**src/rtl/scf_pkg.sv**
```systemverilog
package scf_pkg;

   typedef enum logic [1:0] {
      DIV8   = 2'b00,
      DIV4   = 2'b01,
      DIVBYP = 2'b10,
      DIV2   = 2'b11
   } scf_div_e;

   typedef struct packed {
      logic       pwr_cmd_n;
      logic       host_rst;
      logic       pd_req;
      logic       vsel;
      logic [1:0] div_sel;
      logic       sync_mode;
   } scf_ctrl_t;

   localparam scf_ctrl_t SCF_CTRL_IDLE = '{pwr_cmd_n: 1'b1, host_rst: 1'b0,
                                           pd_req: 1'b0, vsel: 1'b0,
                                           div_sel: 2'b00, sync_mode: 1'b0};

   // last phase-counter value of one half period of the divided clock
   function automatic logic [1:0] scf_half_lim(scf_div_e code);
      case (code)
         DIV8:    return 2'd3;
         DIV4:    return 2'd1;
         default: return 2'd0;
      endcase
   endfunction

endpackage

```
**src/rtl/scf_latch.sv**
```systemverilog
module scf_latch
   import scf_pkg::*;
(
   input  logic      clk,
   input  logic      rst_n,
   input  logic      cs,
   input  scf_ctrl_t ctrl_raw,
   output scf_ctrl_t ctrl_eff
);

   scf_ctrl_t held;

   always_ff @(posedge clk or negedge rst_n) begin
      if (!rst_n)  held <= SCF_CTRL_IDLE;
      else if (cs) held <= ctrl_raw;
   end

   assign ctrl_eff = cs ? ctrl_raw : held;

   // observation registers for the freeze property
   logic      cs_q;
   scf_ctrl_t eff_q;
   always_ff @(posedge clk or negedge rst_n) begin
      if (!rst_n) begin
         cs_q  <= 1'b1;
         eff_q <= SCF_CTRL_IDLE;
      end else begin
         cs_q  <= cs;
         eff_q <= ctrl_eff;
      end
   end

   p_freeze_hold_r8: assert property (@(posedge clk) disable iff (!rst_n)
      (!cs && !cs_q) |-> (ctrl_eff == eff_q));

endmodule

```
**src/rtl/scf_div.sv**
```systemverilog
module scf_div
   import scf_pkg::*;
(
   input  logic     clk,
   input  logic     rst_n,
   input  logic     run,
   input  scf_div_e req_code,
   output logic     clk_o
);

   localparam int PH_W = 2;

   scf_div_e        act_code;
   logic            div_q;
   logic [PH_W-1:0] ph;
   logic [PH_W-1:0] lim;
   logic            pass_en;

   assign lim = scf_half_lim(act_code);

   always_ff @(posedge clk or negedge rst_n) begin
      if (!rst_n) begin
         act_code <= DIV8;
         div_q    <= 1'b0;
         ph       <= '0;
      end else if (act_code == DIVBYP) begin
         if (req_code != DIVBYP) begin
            act_code <= req_code;
            div_q    <= 1'b0;
            ph       <= '0;
         end
      end else if (!div_q) begin
         if (!run) begin
            ph       <= '0;
            act_code <= req_code;
         end else if (ph == lim) begin
            div_q <= 1'b1;
            ph    <= '0;
         end else begin
            ph <= ph + 1'b1;
         end
      end else begin
         if (ph == lim) begin
            div_q    <= 1'b0;
            ph       <= '0;
            act_code <= req_code;
         end else begin
            ph <= ph + 1'b1;
         end
      end
   end

   // pass-through enable moves only while the reference is low
   always_ff @(negedge clk or negedge rst_n) begin
      if (!rst_n) pass_en <= 1'b0;
      else        pass_en <= run && (act_code == DIVBYP);
   end

   assign clk_o = pass_en ? clk : div_q;

   p_change_at_low_r3: assert property (@(posedge clk) disable iff (!rst_n)
      !$stable(act_code) |-> !div_q);

   p_idle_stays_low_r4: assert property (@(posedge clk) disable iff (!rst_n)
      (!run && !div_q) |=> !div_q);

endmodule

```
**src/rtl/scf_lanes.sv**
```systemverilog
module scf_lanes #(
   parameter int LANES = 3
) (
   input  logic             cs,
   input  logic [LANES-1:0] host_tx,
   input  logic [LANES-1:0] card_rx,
   input  logic             card_present,
   input  logic             card_fault,
   output logic [LANES-1:0] card_tx,
   output logic [LANES-1:0] host_rx,
   output logic [LANES-1:0] host_rx_oe,
   output logic             irq_pull_low
);

   for (genvar g = 0; g < LANES; g++) begin : g_lane
      assign card_tx[g]    = cs ? host_tx[g] : 1'b1;
      assign host_rx[g]    = cs ? card_rx[g] : 1'b1;
      assign host_rx_oe[g] = cs;
   end

   assign irq_pull_low = cs & (card_fault | ~card_present);

endmodule

```
**src/rtl/scard_front.sv**
```systemverilog
module scard_front
   import scf_pkg::*;
#(
   parameter int LANES      = 3,
   parameter int ACT_CYCLES = 16
) (
   input  logic             clk_ref,
   input  logic             rst_n,
   input  logic             cs,
   input  logic             pwr_cmd_n,
   input  logic             host_rst,
   input  logic             pd_req,
   input  logic             vsel,
   input  logic [1:0]       div_sel,
   input  logic             sync_mode,
   input  logic             strobe,
   input  logic             card_present,
   input  logic             card_fault,
   input  logic [LANES-1:0] host_tx,
   input  logic [LANES-1:0] card_rx,
   output logic             card_clk,
   output logic             card_rst,
   output logic             card_5v,
   output logic             card_on,
   output logic             pd_out,
   output logic             ref_out,
   output logic [LANES-1:0] card_tx,
   output logic [LANES-1:0] host_rx,
   output logic [LANES-1:0] host_rx_oe,
   output logic             irq_pull_low
);

   localparam int CNT_W = $clog2(ACT_CYCLES + 1);

   if (LANES < 1) begin : g_bad_lanes
      $error("scard_front: LANES must be at least 1");
   end
   if (ACT_CYCLES < 1) begin : g_bad_act
      $error("scard_front: ACT_CYCLES must be at least 1");
   end

   scf_ctrl_t ctrl_raw, eff;
   assign ctrl_raw = '{pwr_cmd_n: pwr_cmd_n, host_rst: host_rst, pd_req: pd_req,
                       vsel: vsel, div_sel: div_sel, sync_mode: sync_mode};

   scf_latch i_latch (
      .clk      (clk_ref),
      .rst_n    (rst_n),
      .cs       (cs),
      .ctrl_raw (ctrl_raw),
      .ctrl_eff (eff)
   );

   logic session;
   logic div_run;
   logic div_clk;
   assign session = ~eff.pwr_cmd_n;
   assign div_run = session & ~eff.sync_mode;

   scf_div i_div (
      .clk      (clk_ref),
      .rst_n    (rst_n),
      .run      (div_run),
      .req_code (scf_div_e'(eff.div_sel)),
      .clk_o    (div_clk)
   );

   // activation window counter
   logic [CNT_W-1:0] act_cnt;
   logic             act_done;
   assign act_done = (act_cnt == CNT_W'(ACT_CYCLES));

   always_ff @(posedge clk_ref or negedge rst_n) begin
      if (!rst_n)                  act_cnt <= '0;
      else if (!div_run)           act_cnt <= '0;
      else if (!act_done)          act_cnt <= act_cnt + 1'b1;
   end

   assign card_clk = eff.sync_mode ? strobe : div_clk;
   assign card_rst = eff.sync_mode ? eff.host_rst
                                   : (session & act_done & eff.host_rst);
   assign card_on  = session;
   assign card_5v  = eff.vsel;
   assign pd_out   = eff.pd_req & eff.pwr_cmd_n;
   assign ref_out  = clk_ref;

   scf_lanes #(.LANES(LANES)) i_lanes (
      .cs           (cs),
      .host_tx      (host_tx),
      .card_rx      (card_rx),
      .card_present (card_present),
      .card_fault   (card_fault),
      .card_tx      (card_tx),
      .host_rx      (host_rx),
      .host_rx_oe   (host_rx_oe),
      .irq_pull_low (irq_pull_low)
   );

   p_rst_wait_r5: assert property (@(posedge clk_ref) disable iff (!rst_n)
      ($rose(card_on) && !eff.sync_mode) |-> !card_rst);

   p_pd_blocked_r7: assert property (@(posedge clk_ref) disable iff (!rst_n)
      card_on |-> !pd_out);

   p_lane_release_r9: assert property (@(posedge clk_ref) disable iff (!rst_n)
      !cs |-> ((&card_tx) && (&host_rx) && !(|host_rx_oe)));

   p_irq_release_r10: assert property (@(posedge clk_ref) disable iff (!rst_n)
      !cs |-> !irq_pull_low);

endmodule

```
**config.mk**
```make
export PLATFORM = sky130hd
export DESIGN_NAME = scard_front
export DESIGN_NICKNAME = d
export VERILOG_FILES = /design/src/rtl/scf_pkg.sv /design/src/rtl/scf_latch.sv /design/src/rtl/scf_div.sv /design/src/rtl/scf_lanes.sv /design/src/rtl/scard_front.sv
export SDC_FILE = /design/constraint.sdc
export NUM_CORES = 1
export LEC_CHECK = 0
export CAP_MARGIN = 25
export CORE_MARGIN = 1
export CORE_UTILIZATION = 25
export DETAILED_ROUTE_END_ITERATION = 12
export PLACE_DENSITY = 0.59
export SYNTH_ARGS = -nofsm -noshare
export SYNTH_HDL_FRONTEND = slang
export SYNTH_SLANG_ARGS = --single-unit
export TNS_END_PERCENT = 30
```
**constraint.sdc**
```tcl
create_clock -name clk_ref -period 2.34 [get_ports clk_ref]
set_input_delay 0.468 -clock clk_ref [delete_from_list [all_inputs] [get_ports clk_ref]]
set_output_delay 0.468 -clock clk_ref [all_outputs]
set_load 0.02 [all_outputs]
```
==> results.json, run 1 <==
{
  "syn2layout_area_growth_pct": 50.4,
  "boundaryPins": 35,
  "final_util": 0.392,
  "synthesis.nets": 129,
  "r2r_cells": 3,
  "instances_no_fill": 201,
  "fillers": 395,
  "start_util": 0.261,
  "synth_cell_types": 39,
  "clkTransAtPathRegs_ns": 0.07,
  "drt-initial-drc-count": 23,
  "drc_errors": 0,
  "outcome": "finished, violations left",
  "netlist.top_cell.by_area": "dfrtp_1",
  "antenna_found_initial": 0,
  "ys_ff_latch": 18,
  "end_kind": "output port",
  "cp_max_fo": 1,
  "port_buffers": 34,
  "multi_input_area_sq_um": 499,
  "yosys_warnings": 0,
  "totalPowerFinal_mw": 1.31,
  "dpl_cell_area_sq_mm": 0.00146,
  "grt_pass1_wl_um": 4160,
  "nNetsFinal": 172,
  "grt_max_degree": 18,
  "rsz0062_at_grt": "true",
  "yosysSeqAreaShare": 0.433,
  "dp_slack_ns": -0.498,
  "drive_gt1_frac": 0.185,
  "violations": "setup timing",
  "switching_power_mw": 0.440,
  "placementRows": 23,
  "setup_slack_ns": -0.533,
  "reg2reg_to": "i_div.pass_en",
  "crit_arrival_ns": 2.40,
  "ys.flop_type": "dfrtp_1",
  "cp.depth": 3,
  "crit_path_cell_trace": "mux2i_1 > a21oi_2 > buf_6",
  "internal_power_mw": 0.871,
  "async_flop_share": 1.00,
  "layout_commonest_cell": "clkdlybuf4s50_1",
  "placed_cells": 192,
  "ant_nets": 0,
  "die_area_sq_mm": 0.00444,
  "coreArea_sq_mm": 0.00400,
  "clkLatencyLatePin_ns": 0.39,
  "cp_slowest_cell": "dfrtn_1",
  "slew_headroom": 0.662,
  "r2r_start": "i_latch.held[6]",
  "antenna_cells": 0,
  "cts_tree": "built",
  "synth_enable_flop_cells": 0,
  "cts_hold_buffers": 0,
  "netlist_area_sq_mm": 0.00104,
  "crit_family": "flip-flops",
  "synth.avg_cell_area_sq_um": 9.66,
  "wl_per_cell_um": 12.1,
  "grt_pass1_vias": 983,
  "maxCapViolations": 0,
  "rrSetupSlack_ns": 0.26,
  "critPathLaunchType": "flop",
  "ff_latch_area_sq_um": 452,
  "tightest_slew_ns": 0.506,
  "num_vias": 935,
  "vdd_drop_max_mv": 0.320,
  "firstDrtPassIters": 4,
  "synth_cells": 108,
  "stdcell_area_sq_mm": 0.00157,
  "track_usage": 0.132,
  "report.final.slew_viol_count": 0,
  "synth_top_area_share": 0.384,
  "synth_area_leaders": "dfrtp_1, mux2_2, nand2b_1, mux2i_1, a21oi_1",
  "p_comb_frac": 0.263,
  "p_leak_nw": 0.697,
  "grt_overflow": 0,
  "drt-total-wl_um": 2430,
  "slowest_delay_ns": 0.41,
  "avgViaCountPerCell": 4.65,
  "postCtsSetupBuffers": 0,
  "worstPathRequired_ns": 1.87,
  "netSwitchingFraction": 0.336,
  "skew_ns": 0.0294,
  "critical_path_class": "flop to output port",
  "tns_ns": -0.533,
  "cp_num_buf_inv": 1,
  "hold_violations": 0,
  "hpwlAfterDp_um": 1810,
  "die_x_um": 66.6,
  "p_per_area_mw_per_mm2": 836,
  "pwr-share-seq": 0.338,
  "die_h_um": 66.6,
  "final_cell_mix": "clkdlybuf4s50_1, dfrtp_1, buf_4",
  "whs_ns": 0.491,
  "hold_class": "input port to async pin",
  "gp_congestion": 0.702,
  "p_clk_frac": 0.399,
  "setup_viol": 1
}
[repair_timing]
action	in CTS	in global routing
gates resized for setup	12	4
setup endpoints to repair	16	3
pin swaps	1	1
[registers in the layout (all words and copies together) (netlist names)]
signal,cells
i_latch.held,7
act_cnt,5
i_div.act_code,2
i_div.ph,2
i_div.div_q,1
i_div.pass_en,1
[power by group through the flow]
| stage | Sequential (mW) | Combinational (mW) | Clock (mW) |
|---|---|---|---|
| finish | 0.443 | 0.345 | 0.523 |
| global route | 0.451 | 0.384 | 0.567 |
| CTS | 0.439 | 0.348 | 0.537 |
| detailed placement | 0.445 | 0.350 | 0.0803 |
| global placement | 0.439 | 0.339 | 0.0803 |
| floorplan | 0.389 | 0.284 | 0.0651 |
[cell usage after synthesis (all sizes together), types with 3 or more instances]
| cell type | count |
|---|---|
| nor3 | 4 |
| inv | 8 |
| a21oi | 7 |
| mux2i | 4 |
| dfrtp | 16 |
| nand2 | 7 |
| mux2 | 4 |
| nor2 | 7 |
| xor2 | 3 |
| buf | 10 |
| nand2b | 7 |
[per-layer routing]
| metal | GRT usage | part of all wire |
|---|---|---|
| met3 | 0.0634 | 0.086 |
| met2 | 0.207 | 0.45 |
| met5 | 0 | 0 |
| met1 | 0.131 | 0.44 |
| met4 | 0.106 | 0.025 |
[how the worst max path moves through the flow]
stage,from,end,slack (ns)
after global placement,i_div.pass_en,card_clk,-0.49
final,i_div.pass_en,card_clk,-0.53
after CTS,i_div.pass_en,card_clk,-0.55
after detailed placement,i_div.pass_en,card_clk,-0.50
after global routing,i_div.pass_en,card_clk,-0.63
after floorplan,i_div.pass_en,card_clk,-0.02
[worst reg2reg max path, stage by stage, from the launching register on]
cell and delay (ns):
dfstp_2 0.54, nor3_1 0.05, a21oi_2 0.13, nor3_1 0.07
[cells by family (layout without fill, tap and decap cells)]
family / count (synthesis) / count (layout) / share of synthesized area
compound gates: 20 / 20 / 0.134
flops: 18 / 18 / 0.433
xor+xnor: 5 / 5 / 0.0420
simple gates: 37 / 37 / 0.193
buf+inv: 18 / 61 / 0.0923
mux: 8 / 8 / 0.0815
fa+ha+maj: 2 / 2 / 0.0240
[layout make-up]
type | instances | area share
clock buffer | 11 | 0.0853
inverter | 8 | 0.0191
multi-input combinational | 72 | 0.318
sequential | 18 | 0.288
tap | 50 | 0.0399
timing repair buffer | 42 | 0.250
No activity file was read; power rests on OpenSTA's default activity.
==> run 2, diff against run 1 <==
--- a/config.mk
+++ b/config.mk
@@ -9,7 +9,8 @@
 export CORE_MARGIN = 1
 export CORE_UTILIZATION = 25
 export DETAILED_ROUTE_END_ITERATION = 12
-export PLACE_DENSITY = 0.59
+export DONT_BUFFER_PORTS = 1
+export PLACE_DENSITY = 0.48
 export SYNTH_ARGS = -nofsm -noshare
 export SYNTH_HDL_FRONTEND = slang
 export SYNTH_SLANG_ARGS = --single-unit
==> results.json, run 2 (synthesized netlist as in run 1, its figures left out) <==
{
  "outcome": "finished, violations left",
  "violations": "setup timing",
  "crit_path_cell_trace": "mux2i_1 > a21oi_2",
  "num_vias": 781,
  "largest_registers": "i_latch.held x7, act_cnt x5",
  "crit_arrival_ns": 2.35,
  "track_usage": 0.119,
  "cts_tree": "built",
  "cp_num_buf_inv": 0,
  "worstPathRequired_ns": 1.87,
  "port_buffers": 0,
  "hpwlAfterDp_um": 1570,
  "grt_max_degree": 23,
  "ant_nets": 0,
  "clkTransAtPathRegs_ns": 0.07,
  "slowest_delay_ns": 0.40,
  "coreArea_sq_mm": 0.00400,
  "rsz0062_at_grt": "true",
  "cp_max_fo": 1,
  "die_h_um": 66.6,
  "maxCapViolations": 0,
  "r2r_start": "i_latch.held[6]",
  "top_register": "i_latch.held",
  "largest_register_ffs": 7,
  "hold_violations": 0,
  "syn2layout_area_growth_pct": 13.1,
  "drt-initial-drc-count": 22,
  "drc_errors": 0,
  "dpl_cell_area_sq_mm": 0.00107,
  "fillers": 427,
  "end_kind": "output port",
  "die_area_sq_mm": 0.00444,
  "slew_headroom": 0.449,
  "vdd_drop_max_mv": 0.270,
  "crit_start": "i_div.pass_en",
  "avgViaCountPerCell": 4.88,
  "antenna_cells": 0,
  "whs_ns": 0.267,
  "final_cell_mix": "dfrtp_1, inv_1",
  "die_x_um": 66.6,
  "hold_class": "input port to flop",
  "setup_viol": 1,
  "critical_path_class": "flop to output port",
  "crit_family": "flip-flops",
  "stdcell_area_sq_mm": 0.00118,
  "antenna_found_initial": 0,
  "p_leak_nw": 0.512,
  "skew_ns": 0.0246,
  "report.final.slew_viol_count": 0,
  "grt_pass1_wl_um": 3670,
  "layout_commonest_cell": "dfrtp_1",
  "setup_slack_ns": -0.483,
  "firstDrtPassIters": 4,
  "wl_per_cell_um": 14.0,
  "clkLatencyLatePin_ns": 0.39,
  "tns_ns": -0.483,
  "nNetsFinal": 132,
  "start_util": 0.261,
  "drt-total-wl_um": 2240,
  "placementRows": 23,
  "grt_overflow": 0,
  "tightest_slew_ns": 0.824,
  "boundaryPins": 35,
  "grt_pass1_vias": 806,
  "drive_gt1_frac": 0.164,
  "critPathLaunchType": "flop",
  "p_per_area_mw_per_mm2": 936,
  "gp_congestion": 0.827,
  "cp_slowest_cell": "dfrtn_1",
  "hold_start": "cs"
}
[run 2: cell types whose count changed in the layout (fill, tap and decap cells not counted)]
cell	delta
dlymetal6s2s_1	-1
clkbuf_2	-1
dlygate4sd3_1	+1
buf_4	-6
buf_6	-1
clkbuf_1	-1
dlygate4sd2_1	-3
clkdlybuf4s50_1	-27
clkdlybuf4s15_2	-1
clkbuf_8	-1
[run 2: path summary, 6_finish.rpt]
path	end	slack (ns)	cells after the start
max	card_clk	-0.48	2
min in group asynchronous	i_div.act_code[0]	0.64	1
max in group asynchronous	i_div.ph[1]	1.18	1
max reg2reg	i_div.pass_en	0.25	3
min reg2reg	i_latch.held[4]	0.50	1
min	i_latch.held[2]	0.27	2
[run 2: what timing repair did]
action	CTS	global route
hold buffers	1	0
resized for setup	0	0
pin swaps	1	0
endpoints found under the hold margin	17	0
endpoints found under the setup margin	1	1
buffers inserted	0	0
[run 2: where the power goes]
group | switching, mW | total (mW) | internal (mW)
clock network | 0.141 | 0.405 | 0.264
logic | 0.124 | 0.237 | 0.112
registers | 0.0991 | 0.463 | 0.364
[run 2: layout make-up]
cell class,count,area [sq um],area share
clock buffers,7,96.3,0.0817
inverters,8,30.0,0.0255
multi-input cells,72,499,0.423
flip-flops and latches,18,452,0.383
well taps,50,62.6,0.0530
repair buffers,5,40.0,0.0339
[run 2: metal layers]
metal  up-vias  global-route usage  part of all wire
li1        373                   -                 -
met1       367               0.137              0.45
met2        36               0.163              0.44
met3         5              0.0771             0.090
met4         0              0.0691             0.013
met5         -                   0                 0
[run 2: per-stage QoR]
stage,total power [mW],worst slack (ns),utilization,instances
2_1_floorplan,0.738,-0.0227,-,108
3_3_place_gp,0.704,-0.0303,0.268,152
3_5_place_dp,0.712,-0.0375,0.268,152
4_1_cts,1.13,-0.531,0.295,160
5_1_grt,1.19,-0.555,0.295,160
6_report,1.10,-0.483,0.295,160
==> run 3, diff against run 2 <==
--- a/config.mk
+++ b/config.mk
@@ -8,6 +8,7 @@
 export CAP_MARGIN = 25
 export CORE_MARGIN = 1
 export CORE_UTILIZATION = 25
+export CTS_CLUSTER_SIZE = 8
 export DETAILED_ROUTE_END_ITERATION = 12
 export DONT_BUFFER_PORTS = 1
 export PLACE_DENSITY = 0.48
==> results of run 3 <==
Final layout, timing and power as in run 2 (identical DEF).
